`src/rtl/uglb_pkg.sv`:
```
package uglb_pkg;
    localparam int unsigned N_CH    = 4;
    localparam int unsigned DW      = 32;
    localparam int unsigned AW      = 8;
    localparam int unsigned NB      = DW / 8;
    localparam int unsigned IDX_W   = AW - 2;

    localparam logic [IDX_W-1:0] IDX_IRQ  = 6'h20;
    localparam logic [IDX_W-1:0] IDX_TMR  = 6'h21;
    localparam logic [IDX_W-1:0] IDX_AUX  = 6'h22;
    localparam logic [IDX_W-1:0] IDX_ID   = 6'h23;
    localparam logic [IDX_W-1:0] IDX_MPIO = 6'h24;

    localparam logic [7:0] REV_BYTE   = 8'h02;
    localparam logic [7:0] DEVID_BYTE = 8'h24;

    typedef enum logic [2:0] {
        SEL_NONE,
        SEL_IRQ,
        SEL_TMR,
        SEL_AUX,
        SEL_ID,
        SEL_MPIO
    } dw_sel_e;

    typedef struct packed {
        logic [7:0]      tmr_ctrl;
        logic [15:0]     tmr_reload;
        logic [N_CH-1:0] x8;
        logic [N_CH-1:0] sleep;
        logic [N_CH-1:0] chrst;
        logic [7:0]      wo_ctrl;
        logic            irq_any;
        logic [DW-1:0]   rdata;
    } regs_t;
endpackage

```
`src/rtl/uglb_decode.sv`:
```
module uglb_decode
    import uglb_pkg::*;
(
    input  logic          req_valid,
    input  logic          req_write,
    input  logic [AW-1:0] req_addr,
    input  logic [NB-1:0] req_be_n,
    output dw_sel_e       sel,
    output logic [NB-1:0] wr_strb,
    output logic          rd_en
);
    logic aligned;

    always_comb begin
        aligned = (req_addr[1:0] == 2'b00);
        sel     = SEL_NONE;
        if (aligned) begin
            unique case (req_addr[AW-1:2])
                IDX_IRQ:  sel = SEL_IRQ;
                IDX_TMR:  sel = SEL_TMR;
                IDX_AUX:  sel = SEL_AUX;
                IDX_ID:   sel = SEL_ID;
                IDX_MPIO: sel = SEL_MPIO;
                default:  sel = SEL_NONE;
            endcase
        end
        wr_strb = (req_valid && req_write && sel != SEL_NONE) ? ~req_be_n : '0;
        rd_en   = req_valid && !req_write;
    end
endmodule

```
`src/rtl/uglb_rdmux.sv`:
```
module uglb_rdmux
    import uglb_pkg::*;
(
    input  dw_sel_e         sel,
    input  logic [NB-1:0]   be_n,
    input  logic [N_CH-1:0] chan_irq,
    input  logic [7:0]      tmr_ctrl,
    input  logic [15:0]     tmr_reload,
    input  logic [N_CH-1:0] x8,
    input  logic [N_CH-1:0] sleep,
    output logic [DW-1:0]   rdata
);
    localparam int unsigned PAD = 8 - N_CH;

    logic [NB-1:0][7:0] raw;

    always_comb begin
        raw = '0;
        unique case (sel)
            SEL_IRQ: raw[0] = {{PAD{1'b0}}, chan_irq};
            SEL_TMR: begin
                raw[0] = tmr_ctrl;
                raw[2] = tmr_reload[7:0];
                raw[3] = tmr_reload[15:8];
            end
            SEL_AUX: begin
                raw[0] = {{PAD{1'b0}}, x8};
                raw[3] = {{PAD{1'b0}}, sleep};
            end
            SEL_ID: begin
                raw[0] = REV_BYTE;
                raw[1] = DEVID_BYTE;
            end
            default: raw = '0;
        endcase
    end

    for (genvar k = 0; k < NB; k++) begin : g_lane
        assign rdata[8*k +: 8] = be_n[k] ? 8'h00 : raw[k];
    end
endmodule

```
`src/rtl/uglb_regs.sv`:
```
module uglb_regs
    import uglb_pkg::*;
(
    input  logic          clk,
    input  logic          rst_n,
    input  logic          req_valid,
    input  logic          req_write,
    input  logic [7:0]    req_addr,
    input  logic [3:0]    req_be_n,
    input  logic [31:0]   req_wdata,
    output logic [31:0]   rsp_rdata,
    input  logic [3:0]    chan_irq_i,
    output logic          irq_any_o,
    output logic [7:0]    timer_ctrl_o,
    output logic [15:0]   timer_reload_o,
    output logic [3:0]    x8_mode_o,
    output logic [3:0]    sleep_o,
    output logic [3:0]    chan_rst_o,
    output logic [7:0]    aux_ctrl_o
);
    localparam int unsigned LANE_RST   = 2;
    localparam int unsigned LANE_SLEEP = 3;
    localparam int unsigned LANE_WO    = 2;

    dw_sel_e       sel;
    logic [NB-1:0] wr_strb;
    logic          rd_en;
    logic [DW-1:0] rd_mux;
    regs_t         r_d, r_q;

    uglb_decode u_dec (
        .req_valid (req_valid),
        .req_write (req_write),
        .req_addr  (req_addr),
        .req_be_n  (req_be_n),
        .sel       (sel),
        .wr_strb   (wr_strb),
        .rd_en     (rd_en)
    );

    uglb_rdmux u_rmux (
        .sel        (sel),
        .be_n       (req_be_n),
        .chan_irq   (chan_irq_i),
        .tmr_ctrl   (r_q.tmr_ctrl),
        .tmr_reload (r_q.tmr_reload),
        .x8         (r_q.x8),
        .sleep      (r_q.sleep),
        .rdata      (rd_mux)
    );

    always_comb begin
        r_d       = r_q;
        r_d.chrst = '0;
        unique case (sel)
            SEL_TMR: begin
                if (wr_strb[0]) r_d.tmr_ctrl         = req_wdata[7:0];
                if (wr_strb[2]) r_d.tmr_reload[7:0]  = req_wdata[23:16];
                if (wr_strb[3]) r_d.tmr_reload[15:8] = req_wdata[31:24];
            end
            SEL_AUX: begin
                if (wr_strb[0])          r_d.x8    = req_wdata[N_CH-1:0];
                if (wr_strb[LANE_RST])   r_d.chrst = req_wdata[8*LANE_RST +: N_CH];
                if (wr_strb[LANE_SLEEP]) r_d.sleep = req_wdata[8*LANE_SLEEP +: N_CH];
            end
            SEL_ID: begin
                if (wr_strb[LANE_WO]) r_d.wo_ctrl = req_wdata[8*LANE_WO +: 8];
            end
            default: ;
        endcase
        r_d.irq_any = |chan_irq_i;
        r_d.rdata   = rd_en ? rd_mux : '0;
    end

    always_ff @(posedge clk or negedge rst_n) begin
        if (!rst_n) r_q <= '0;
        else        r_q <= r_d;
    end

    assign rsp_rdata      = r_q.rdata;
    assign irq_any_o      = r_q.irq_any;
    assign timer_ctrl_o   = r_q.tmr_ctrl;
    assign timer_reload_o = r_q.tmr_reload;
    assign x8_mode_o      = r_q.x8;
    assign sleep_o        = r_q.sleep;
    assign chan_rst_o     = r_q.chrst;
    assign aux_ctrl_o     = r_q.wo_ctrl;
endmodule

```
`config.mk`:
```
export PLATFORM = sky130hd
export DESIGN_NAME = uglb_regs
export DESIGN_NICKNAME = d
export VERILOG_FILES = /design/src/rtl/uglb_pkg.sv /design/src/rtl/uglb_decode.sv /design/src/rtl/uglb_rdmux.sv /design/src/rtl/uglb_regs.sv
export SDC_FILE = /design/constraint.sdc
export NUM_CORES = 1
export LEC_CHECK = 0
export BUFFER_PORTS_ARGS = -buffer_cell sky130_fd_sc_hd__buf_4
export CAP_MARGIN = 20
export CORE_AREA = 2 2 82 84
export DETAILED_ROUTE_END_ITERATION = 10
export DIE_AREA = 0 0 84 86
export PLACE_DENSITY_LB_ADDON = 0.2
export SLEW_MARGIN = 20
export SYNTH_ARGS = -nofsm -noshare
export SYNTH_HDL_FRONTEND = slang
export SYNTH_SLANG_ARGS = --single-unit
```
`constraint.sdc`:
```
create_clock -name clk -period 1.1 [get_ports clk]
set_clock_uncertainty 0.1 [all_clocks]
set_input_delay 0.055 -clock clk [delete_from_list [all_inputs] [get_ports clk]]
set_output_delay 0.055 -clock clk [all_outputs]
set_load 0.01 [all_outputs]
```
==> qor.txt <==
Largest net degree at the start of global routing - 31
Synth unique cells - 31
Via count - 2330
Share of the synthesized area in the top cell type - 62.3%
Routability Congestion - 0.813
RSZ-0062 raised after global routing - true
Register area - 1750 um2
Area Growth Syn to Fin - 75.6%
Post-detailed-routing wire length - 7700 um
Worst hold path class - input pin to register
Area occupied by multi-input gates - 1330 um2
Top cells by area, synth - dfrtp_1 62%, mux2_1 15%, and2_1 4.4%
# DRC - 0
Yosys top cell by area - dfrtp_1
Core area - 6280 um2
Most common cell after layout, fill and taps aside - buf_4
Htree depth - 3
Most frequent cells in the layout - 140 x buf_4, 70 x dfrtp_1, 36 x mux2_4
Critical path arrival - 1.69 ns
Die area - 7220 um2
Post-synthesis sequential element count - 70
MaxCap Viol Count - 0
Cell area after synthesis - 2810 um2
Clock-pin slew on the worst setup and hold paths - 0.08 ns
Register area share after synthesis - 62.3%
Crit path kind - input pin to register
Critical Path Max Stage Delay - 0.54 ns
Pre-CTS WS - -0.811 ns
Crit. End Element - register
CTS Sinks - 70
Max VDD drop - 0.823 mV
Drt wl/cell - 16.2 um
Slowest CP cell - or4b_4
Via density - 4.91
First-pass GRT wire length - 11800 um
Endpoints failing hold - 1
Post-route ant nets - 0
Clk_lat worst skew - 0.34 ns
Crit share post-route - 137%
Placed Cells - 417
Syn avg cell area - 14.0 um2
Root Buffer - clkbuf_8
Failing checks - hold timing, setup timing
Leak pwr - 2.64 nW
Initial antenna violation count - 0
IO Count - 129
GRT overflow - 0
Cts hold-fix bufs - 30
Status - finished, violations left
Final cell count without fillers - 475
Syn Inst Count - 201
Drt pass-1 iters - 4
Hold_ws - -0.163 ns
Tmin final - 1.51 ns
Layout cell share with drive strength beyond 1 - 61.3%
Vias in the first global route - 2436
Final WS setup - -0.412 ns
Die Height - 86 um
CTS tree - done
Filler cells - 401
Port buffer count - 114
Antenna cell count - 0
Clock Tree Buf Depth - 2
Synth warnings - 0
Iteration-0 DRC Markers - 70
Site row count - 29
Setup Viol. Count Final - 65
Slew Limit Fails - 0
Nets - 445
GRT Overall Usage - 21.3%
CP Max Fanout - 8
Worst path required time - 1.28 ns
Starting Density - 44.8%
Setup crit start kind - input pin
Num CTS Buffers - 9
Fmax achieved - 661 MHz
CP cell instances - buf_6, or4b_4, or4b_4, nor3b_4, buf_6, and2_1
Pwr/cell area - 1070 nW/um2
Die width - 84 um
Post-DP HPWL - 5120 um
## power breakdown
group | switching [mW] | leakage [nW] | internal [mW]
sequential | 0.0188 | 0.972 | 2.59
clock | 1.04 | 0.0895 | 1.06
combinational | 0.224 | 1.58 | 0.333
## cell families (layout without fill, tap and decap cells)
logic type	Yosys count	count (layout)	synth area share [%]
buffers and inverters	11	203	2.40
flip-flops	70	70	62.3
other	1	6	0.133
AND/OR/NAND/NOR	59	59	13.4
multiplexers	45	45	17.8
AO/OA/AOI/OAI	15	15	3.96
## registers in the layout, indices dropped and copies added (netlist names)
signal	cells
aux_ctrl_o	8
sleep_o	4
irq_any_o	1
timer_ctrl_o	8
x8_mode_o	4
timer_reload_o	16
rsp_rdata	25
chan_rst_o	4
## worst max-delay path: cells and delay by family
family / cells / cell delay, ns
buffers and inverters: 2 / 0.24
and+or+nand+nor: 4 / 1.40
## final cells by class
cell class,count,area share [%]
Tap cell,77,1.95
Clock inverter,6,1.42
Multi-Input combinational cell,125,27.0
Timing Repair Buffer,186,31.5
Clock buffer,10,2.58
Sequential cell,70,35.5
Inverter,1,0.0760
## repair_timing
item                                    4_1_cts  5_1_grt
resized for setup                            49       13
endpoints found under the hold margin       118        1
endpoints found under the setup margin       68       77
setup buffers                                 2       11
pin swaps                                     7        4
## cells in the mapped netlist (all sizes together)
library cell and n:
a21oi 3, mux2 40, or4b 2, or3b 3, a31o 3, nor4b 1
mux2i 5, nand4b 1, dfrtp 70, nor3b 1, nor2 9, nand2 6
buf 7, nor3 3, a22o 4, nor2b 2, clkbuf 3, or4 1
conb 1, o22ai 3, nand3 1, a221oi 1, nand2b 3, and2 20
or3 5, a211oi 1, and3 1, inv 1
## per-layer routing
layer | part of all wire [%] | up-vias | track usage, % | wire length (um)
li1 | - | 1081 | - | -
met1 | 40 | 1143 | 26.4 | 3080
met2 | 52 | 91 | 36.1 | 4010
met3 | 5.7 | 15 | 5.10 | 436
met4 | 2.1 | 0 | 8.94 | 165
met5 | 0 | - | 0 | 0
## path summary, 6_finish.rpt
check                           startpoint            end  slack (ns)  depth (start not counted)
min                          chan_irq_i[3]      irq_any_o       -0.16                          2
min reg2reg                timer_ctrl_o[5]   rsp_rdata[5]        0.42                          1
max in group asynchronous            rst_n   x8_mode_o[3]        0.44                          3
min in group asynchronous            rst_n  rsp_rdata[29]        0.02                          2
max                            req_addr[6]  rsp_rdata[19]       -0.41                          6
max reg2reg                   x8_mode_o[2]   rsp_rdata[2]       -0.09                          3
## per-stage QoR
stage	utilization, %	hold WS (ns)	area [um2]	power, mW	setup TNS, ns
floorplan	-	-0.341	2960	2.78	-27.49
global placement	65.3	-0.148	4100	3.07	-44.43
detailed placement	65.3	-0.145	4100	3.08	-45.60
CTS	76.7	-0.168	4810	5.30	-17.06
global route	78.7	-0.177	4940	5.48	-18.93
finish	78.7	-0.163	4940	5.27	-17.58
Note: power is estimated with default switching activity, not from simulation.
